$ cat config.mk
export PLATFORM = sky130hd
export DESIGN_NAME = osc_trim_cal
export DESIGN_NICKNAME = d
export VERILOG_FILES = /design/src/rtl/osc_trim_cal.sv
export SDC_FILE = /design/constraint.sdc
export NUM_CORES = 1
export LEC_CHECK = 0
export ABC_AREA = 1
export BUFFER_PORTS_ARGS = -buffer_cell sky130_fd_sc_hd__buf_2
export CAP_MARGIN = 5
export CORE_MARGIN = 1.5
export CORE_UTILIZATION = 57
export DETAILED_ROUTE_END_ITERATION = 8
export PLACE_DENSITY = 0.77
export SETUP_SLACK_MARGIN = 0.02
export SKIP_LAST_GASP = 1
export SLEW_MARGIN = 15
export SYNTH_ARGS = -nofsm -noshare
export SYNTH_HDL_FRONTEND = slang
export SYNTH_SLANG_ARGS = --single-unit
$ cat constraint.sdc
create_clock -name clk -period 2.6 [get_ports clk]
set_input_delay 0.13 -clock clk [delete_from_list [all_inputs] [get_ports clk]]
set_output_delay 0.13 -clock clk [all_outputs]
set_load 0.01 [all_outputs]
$ cat src/rtl/osc_trim_cal.sv
module osc_trim_cal #(
  parameter int CNT_W      = 16,
  parameter int TRIM_W     = 8,
  parameter int STEP_SHIFT = 9,
  parameter int MAX_ITER   = 8
) (
  input  logic              clk,
  input  logic              rst_n,
  input  logic              start,
  input  logic              ref_pulse,
  input  logic [CNT_W-1:0]  expected_cnt,
  output logic [TRIM_W-1:0] trim,
  output logic              busy,
  output logic              done,
  output logic              fail
);
  localparam int NUM_W = CNT_W + STEP_SHIFT;
  localparam int BIT_W = $clog2(NUM_W + 1);
  localparam int IT_W  = $clog2(MAX_ITER + 1);
  localparam logic [TRIM_W-1:0] TRIM_MID = {1'b1, {(TRIM_W-1){1'b0}}};

  typedef enum logic [2:0] {S_IDLE, S_ARM, S_COUNT, S_DIV, S_APPLY} state_t;
  state_t state;

  logic             ref_s1, ref_s2, ref_d;
  logic [CNT_W-1:0] cnt, exp_q;
  logic             fast;
  logic [NUM_W-1:0] num, quo;
  logic [CNT_W:0]   rem;
  logic [BIT_W-1:0] bits;
  logic [IT_W-1:0]  iter;

  wire rise = ref_s2 & ~ref_d;
  wire [CNT_W-1:0] mag = (cnt > exp_q) ? cnt - exp_q : exp_q - cnt;

  wire [CNT_W:0] rem_sh = {rem[CNT_W-1:0], num[NUM_W-1]};
  wire           ge     = rem_sh >= {1'b0, exp_q};

  wire [TRIM_W-1:0] step = (|quo[NUM_W-1:TRIM_W]) ? {TRIM_W{1'b1}} : quo[TRIM_W-1:0];
  wire [TRIM_W:0]   sum_up = {1'b0, trim} + {1'b0, step};
  wire [TRIM_W-1:0] trim_up = sum_up[TRIM_W] ? {TRIM_W{1'b1}} : sum_up[TRIM_W-1:0];
  wire [TRIM_W-1:0] trim_dn = (step > trim) ? '0 : trim - step;

  assign busy = (state != S_IDLE);

  always_ff @(posedge clk or negedge rst_n) begin
    if (!rst_n) begin
      ref_s1 <= 1'b0;
      ref_s2 <= 1'b0;
      ref_d  <= 1'b0;
    end else begin
      ref_s1 <= ref_pulse;
      ref_s2 <= ref_s1;
      ref_d  <= ref_s2;
    end
  end

  always_ff @(posedge clk or negedge rst_n) begin
    if (!rst_n) begin
      state <= S_IDLE;
      trim  <= TRIM_MID;
      done  <= 1'b0;
      fail  <= 1'b0;
      cnt   <= '0;
      exp_q <= '0;
      fast  <= 1'b0;
      num   <= '0;
      quo   <= '0;
      rem   <= '0;
      bits  <= '0;
      iter  <= '0;
    end else begin
      case (state)
        S_IDLE: if (start) begin
          done  <= 1'b0;
          exp_q <= expected_cnt;
          iter  <= '0;
          if (expected_cnt == '0) fail <= 1'b1;
          else begin
            fail  <= 1'b0;
            state <= S_ARM;
          end
        end
        S_ARM: if (rise) begin
          cnt   <= {{(CNT_W-1){1'b0}}, 1'b1};
          state <= S_COUNT;
        end
        S_COUNT: begin
          if (!ref_s2) begin
            fast  <= cnt > exp_q;
            num   <= {mag, {STEP_SHIFT{1'b0}}};
            quo   <= '0;
            rem   <= '0;
            bits  <= '0;
            state <= S_DIV;
          end else if (&cnt) begin
            fail  <= 1'b1;
            state <= S_IDLE;
          end else begin
            cnt <= cnt + 1'b1;
          end
        end
        S_DIV: begin
          rem  <= ge ? rem_sh - {1'b0, exp_q} : rem_sh;
          quo  <= {quo[NUM_W-2:0], ge};
          num  <= {num[NUM_W-2:0], 1'b0};
          bits <= bits + 1'b1;
          if (bits == BIT_W'(NUM_W - 1)) state <= S_APPLY;
        end
        S_APPLY: begin
          if (step == '0) begin
            done  <= 1'b1;
            state <= S_IDLE;
          end else begin
            trim <= fast ? trim_up : trim_dn;
            if (iter == IT_W'(MAX_ITER - 1)) begin
              fail  <= 1'b1;
              state <= S_IDLE;
            end else begin
              iter  <= iter + 1'b1;
              state <= S_ARM;
            end
          end
        end
        default: state <= S_IDLE;
      endcase
    end
  end

  AST_STATUS_EXCL: assert property (@(posedge clk) disable iff (!rst_n) !(done && fail));
  AST_STATUS_IDLE: assert property (@(posedge clk) disable iff (!rst_n) (done || fail) |-> !busy);
  AST_START_CLEARS: assert property (@(posedge clk) disable iff (!rst_n)
    (start && !busy && expected_cnt != '0) |=> (busy && !done && !fail));
  AST_ZERO_EXP: assert property (@(posedge clk) disable iff (!rst_n)
    (start && !busy && expected_cnt == '0) |=> (fail && !busy));
  AST_TRIM_HOLD: assert property (@(posedge clk) disable iff (!rst_n)
    (state != S_APPLY) |=> $stable(trim));
  AST_ITER_BOUND: assert property (@(posedge clk) disable iff (!rst_n)
    iter < IT_W'(MAX_ITER));
  AST_STATUS_HOLD: assert property (@(posedge clk) disable iff (!rst_n)
    (done && !start) |=> done);
endmodule

==> flow_metrics.py <==
metrics = {
    "grt": {
        "grt_usage": 0.306,
        "grt_pass1_wl_um": 39100,
        "grt_max_degree": 57,
        "antenna_found_initial": 0,
        "grt_pass1_vias": 8153,
        "grt_overflow": 0,
    },
    "yosys": {
        "ys_warn_count": 0,
        "syn_nets": 1304,
        "syn_area_um2": 8730,
        "async_reset_ff_frac": 1.00,
        "synth-seq-cells": 115,
        "avgSynthCellArea_um2": 7.20,
        "synth_cells": 1212,
        "synthFlopType": "dfrtp_1",
        "ys_seq_area_frac": 0.330,
        "synth_cell_type_count": 51,
        "synth_edf_count": 0,
    },
    "cts": {
        "cts_buffers": 17,
        "cts-root-buf": "clkbuf_16",
        "cts_max_level": 4,
        "ctsLongestPathBuffers": 2,
        "clk_pin_slew_worst_paths_ps": 50,
        "cts.sinks": 115,
        "cts_tree": "yes",
        "clk-insertion-delay-late_ps": 420,
    },
    "layout": {
        "stdcell_area_um2": 10200,
        "synthToLayoutAreaGrowth_pct": 17.0,
        "final_common_cell": "nand2_1",
        "diodes": 0,
        "final_cell_mix": "345 x nand2_1, 130 x inv_1, 114 x dfrtp_1",
        "finalNonFillerCells": 1480,
        "final_nets": 1375,
        "drive_above_1_share": 0.151,
    },
    "placed_design": {
        "dpl.hpwl_um": 17200,
        "place_area_um2": 9190,
        "gp_congestion": 0.953,
        "place_inst": 1431,
        "portBuffers": 30,
    },
    "route": {
        "dr.first_iter.drc_count": 661,
        "wl_per_cell_um": 16.2,
        "post-route-drc-count": 0,
        "firstDrtPassIters": 5,
        "postRouteAntennaNets": 0,
        "via_per_inst": 5.66,
        "dr_total_vias": 8379,
        "drt-total-wl_um": 24000,
    },
    "sta": {
        "max_freq_mhz": 396,
        "setup_viol": 0,
        "slew_viol_final": 0,
        "tightestPinTransition_ps": 725,
        "finalHoldViolations": 0,
        "rsz0062_at_grt": "yes",
        "final.setup.tns_ps": 0,
        "min_period_over_period": 0.970,
        "period_needed_ps": 2520,
        "finalClockSkew_ps": 8.98,
        "relSlewSlack": 0.517,
        "whs_ps": 55.8,
    },
    "die": {
        "coreArea_um2": 15100,
        "ios": 31,
        "die_area_um2": 16100,
        "num_rows": 45,
        "initial_utilization": 0.578,
        "die_h_um": 127,
        "die_w_um": 127,
    },
    "critical_path": {
        "r2r_start": "quo[8]$_DFFE_PN0P_",
        "critPathArrivalTime_ps": 2870,
        "start_kind": "flop",
        "crit_required_ps": 2950,
        "cpMaxStageDelayCell": "dfrtp_1",
        "crit_top_cell": "nand2_1",
        "reg2reg_slack_ps": 80,
        "cp_cell_sequence": "nor2_2, nand3_2, nor2_4, nand2_4, nor2_2, inv_1, ha_4, o21bai_1, nand2_1, nand3_2, nand2_1, nand2_1, nand2_2, a21oi_4, nand2_1, a21oi_1",
        "cp_num_buf_inv": 1,
        "crit_type": "flop to flop",
        "r2r_end": "trim[7]$_DFFE_PN1P_",
        "worstPathMaxFanout": 6,
        "critPathTopFamily": "simple AND/OR/NAND/NOR gates",
        "worst-r2r-cell-count": 16,
        "end_kind": "flop",
        "slowest_delay_ps": 390,
    },
    "hold_path": {
        "hold_path.class": "primary input to flop",
        "hold_end": "exp_q[3]$_DFFE_PN0P_",
        "hold_start": "expected_cnt[3]",
        "whs_path_depth": 3,
    },
    "outcome": {
        "outcome": "completed",
    },
    "pwr": {
        "power_leakage_nw": 5.31,
        "vdd_drop_max_uv": 789,
        "powerDensity_nw_per_um2": 1300,
    },
    "flow_run": {
        "drv_cap": 0,
    },
}
synthesized netlist by cell type, drive strengths merged (2+ instances only):
master / instances / area, um2
a21boi: 2 / 15.0
xor2: 32 / 280
buf: 30 / 194
a21o: 6 / 45.0
o22ai: 25 / 156
nand4: 14 / 87.6
inv: 146 / 553
fa: 5 / 100
nor4: 2 / 12.5
o31ai: 6 / 45.0
o21ai: 61 / 309
nand3b: 16 / 120
clkbuf: 6 / 22.5
dfrtp: 114 / 2850
a31oi: 2 / 12.5
ha: 67 / 838
o21bai: 4 / 30.0
nand2: 365 / 1430
or2: 3 / 18.8
xnor2: 12 / 105
nor2: 96 / 383
nand3: 89 / 463
nor3: 14 / 91.3
nor3b: 2 / 15.0
a21oi: 72 / 379
a22oi: 14 / 105
kinds of logic (layout without fill, tap and decap cells):
group	count (synthesis)	count (layout)	synth area share
AO/OA/AOI/OAI	195	195	0.129
XOR/XNOR	44	44	0.0442
adder cells (fa/ha/maj)	72	72	0.108
buffers and inverters	183	263	0.0887
flip-flops	115	115	0.330
AND/OR/NAND/NOR	603	603	0.301
state kept, by name (all words and copies together), names as in the netlist:
name / count
cnt: 16
ref_s1: 1
ref_d: 1
num: 16
rem: 16
state: 3
ref_s2: 1
exp_q: 16
fast: 1
iter: 4
trim: 8
fail: 1
quo: 25
done: 1
bits: 5
per-layer routing:
layer	track usage	up-vias	share of wire
li1	-	4093	-
met1	0.402	3941	0.44
met2	0.502	293	0.48
met3	0.0624	52	0.060
met4	0.116	0	0.027
met5	0	-	0
worst max-delay path by stage:
stage	startpoint	end	slack, ps	cells after the start
2_1_floorplan	quo[23]$_DFFE_PN0P_	trim[7]$_DFFE_PN1P_	120	16
3_3_place_gp	quo[20]$_DFFE_PN0P_	trim[7]$_DFFE_PN1P_	-0.7	16
3_5_place_dp	quo[20]$_DFFE_PN0P_	trim[7]$_DFFE_PN1P_	-120	16
4_1_cts	quo[24]$_DFFE_PN0P_	trim[2]$_DFFE_PN0P_	30	15
5_1_grt	quo[8]$_DFFE_PN0P_	trim[4]$_DFFE_PN0P_	-70	16
6_report	quo[8]$_DFFE_PN0P_	trim[7]$_DFFE_PN1P_	80	16
where the power goes:
part / internal [mW] / switching, mW
clock: 1.48 / 0.810
sequential: 2.27 / 0.419
combinational: 3.04 / 5.25
through the flow:
stage / worst slack (ps) / utilization / total power [mW]
finish: 77.8 / 0.677 / 13.3
global route: -73.3 / 0.677 / 14.4
CTS: 26.6 / 0.659 / 12.7
detailed placement: -122 / 0.609 / 10.3
global placement: -0.731 / 0.609 / 10.1
floorplan: 123 / - / 8.49
final cells by class:
class	count	area [um2]
Clock buffer	23	488
Clock inverter	5	77.6
Fill cell	1234	4880
Inverter	147	561
Multi-Input combinational cell	914	5320
Sequential cell	115	2880
Tap cell	188	235
Timing Repair Buffer	88	648
worst min-delay path: stages:
cell,delay (ps)
buf_2,100
nand2_1,110
o21ai_0,90
what timing repair did:
action / 4_1_cts / 5_1_grt
buffers inserted: 0 / 5
endpoints found under the hold margin: 68 / 0
endpoints found under the setup margin: 8 / 10
resized for setup: 6 / 65
pin swaps: 1 / 27
hold buffers: 16 / 0
(Power assumes the default switching activity.)
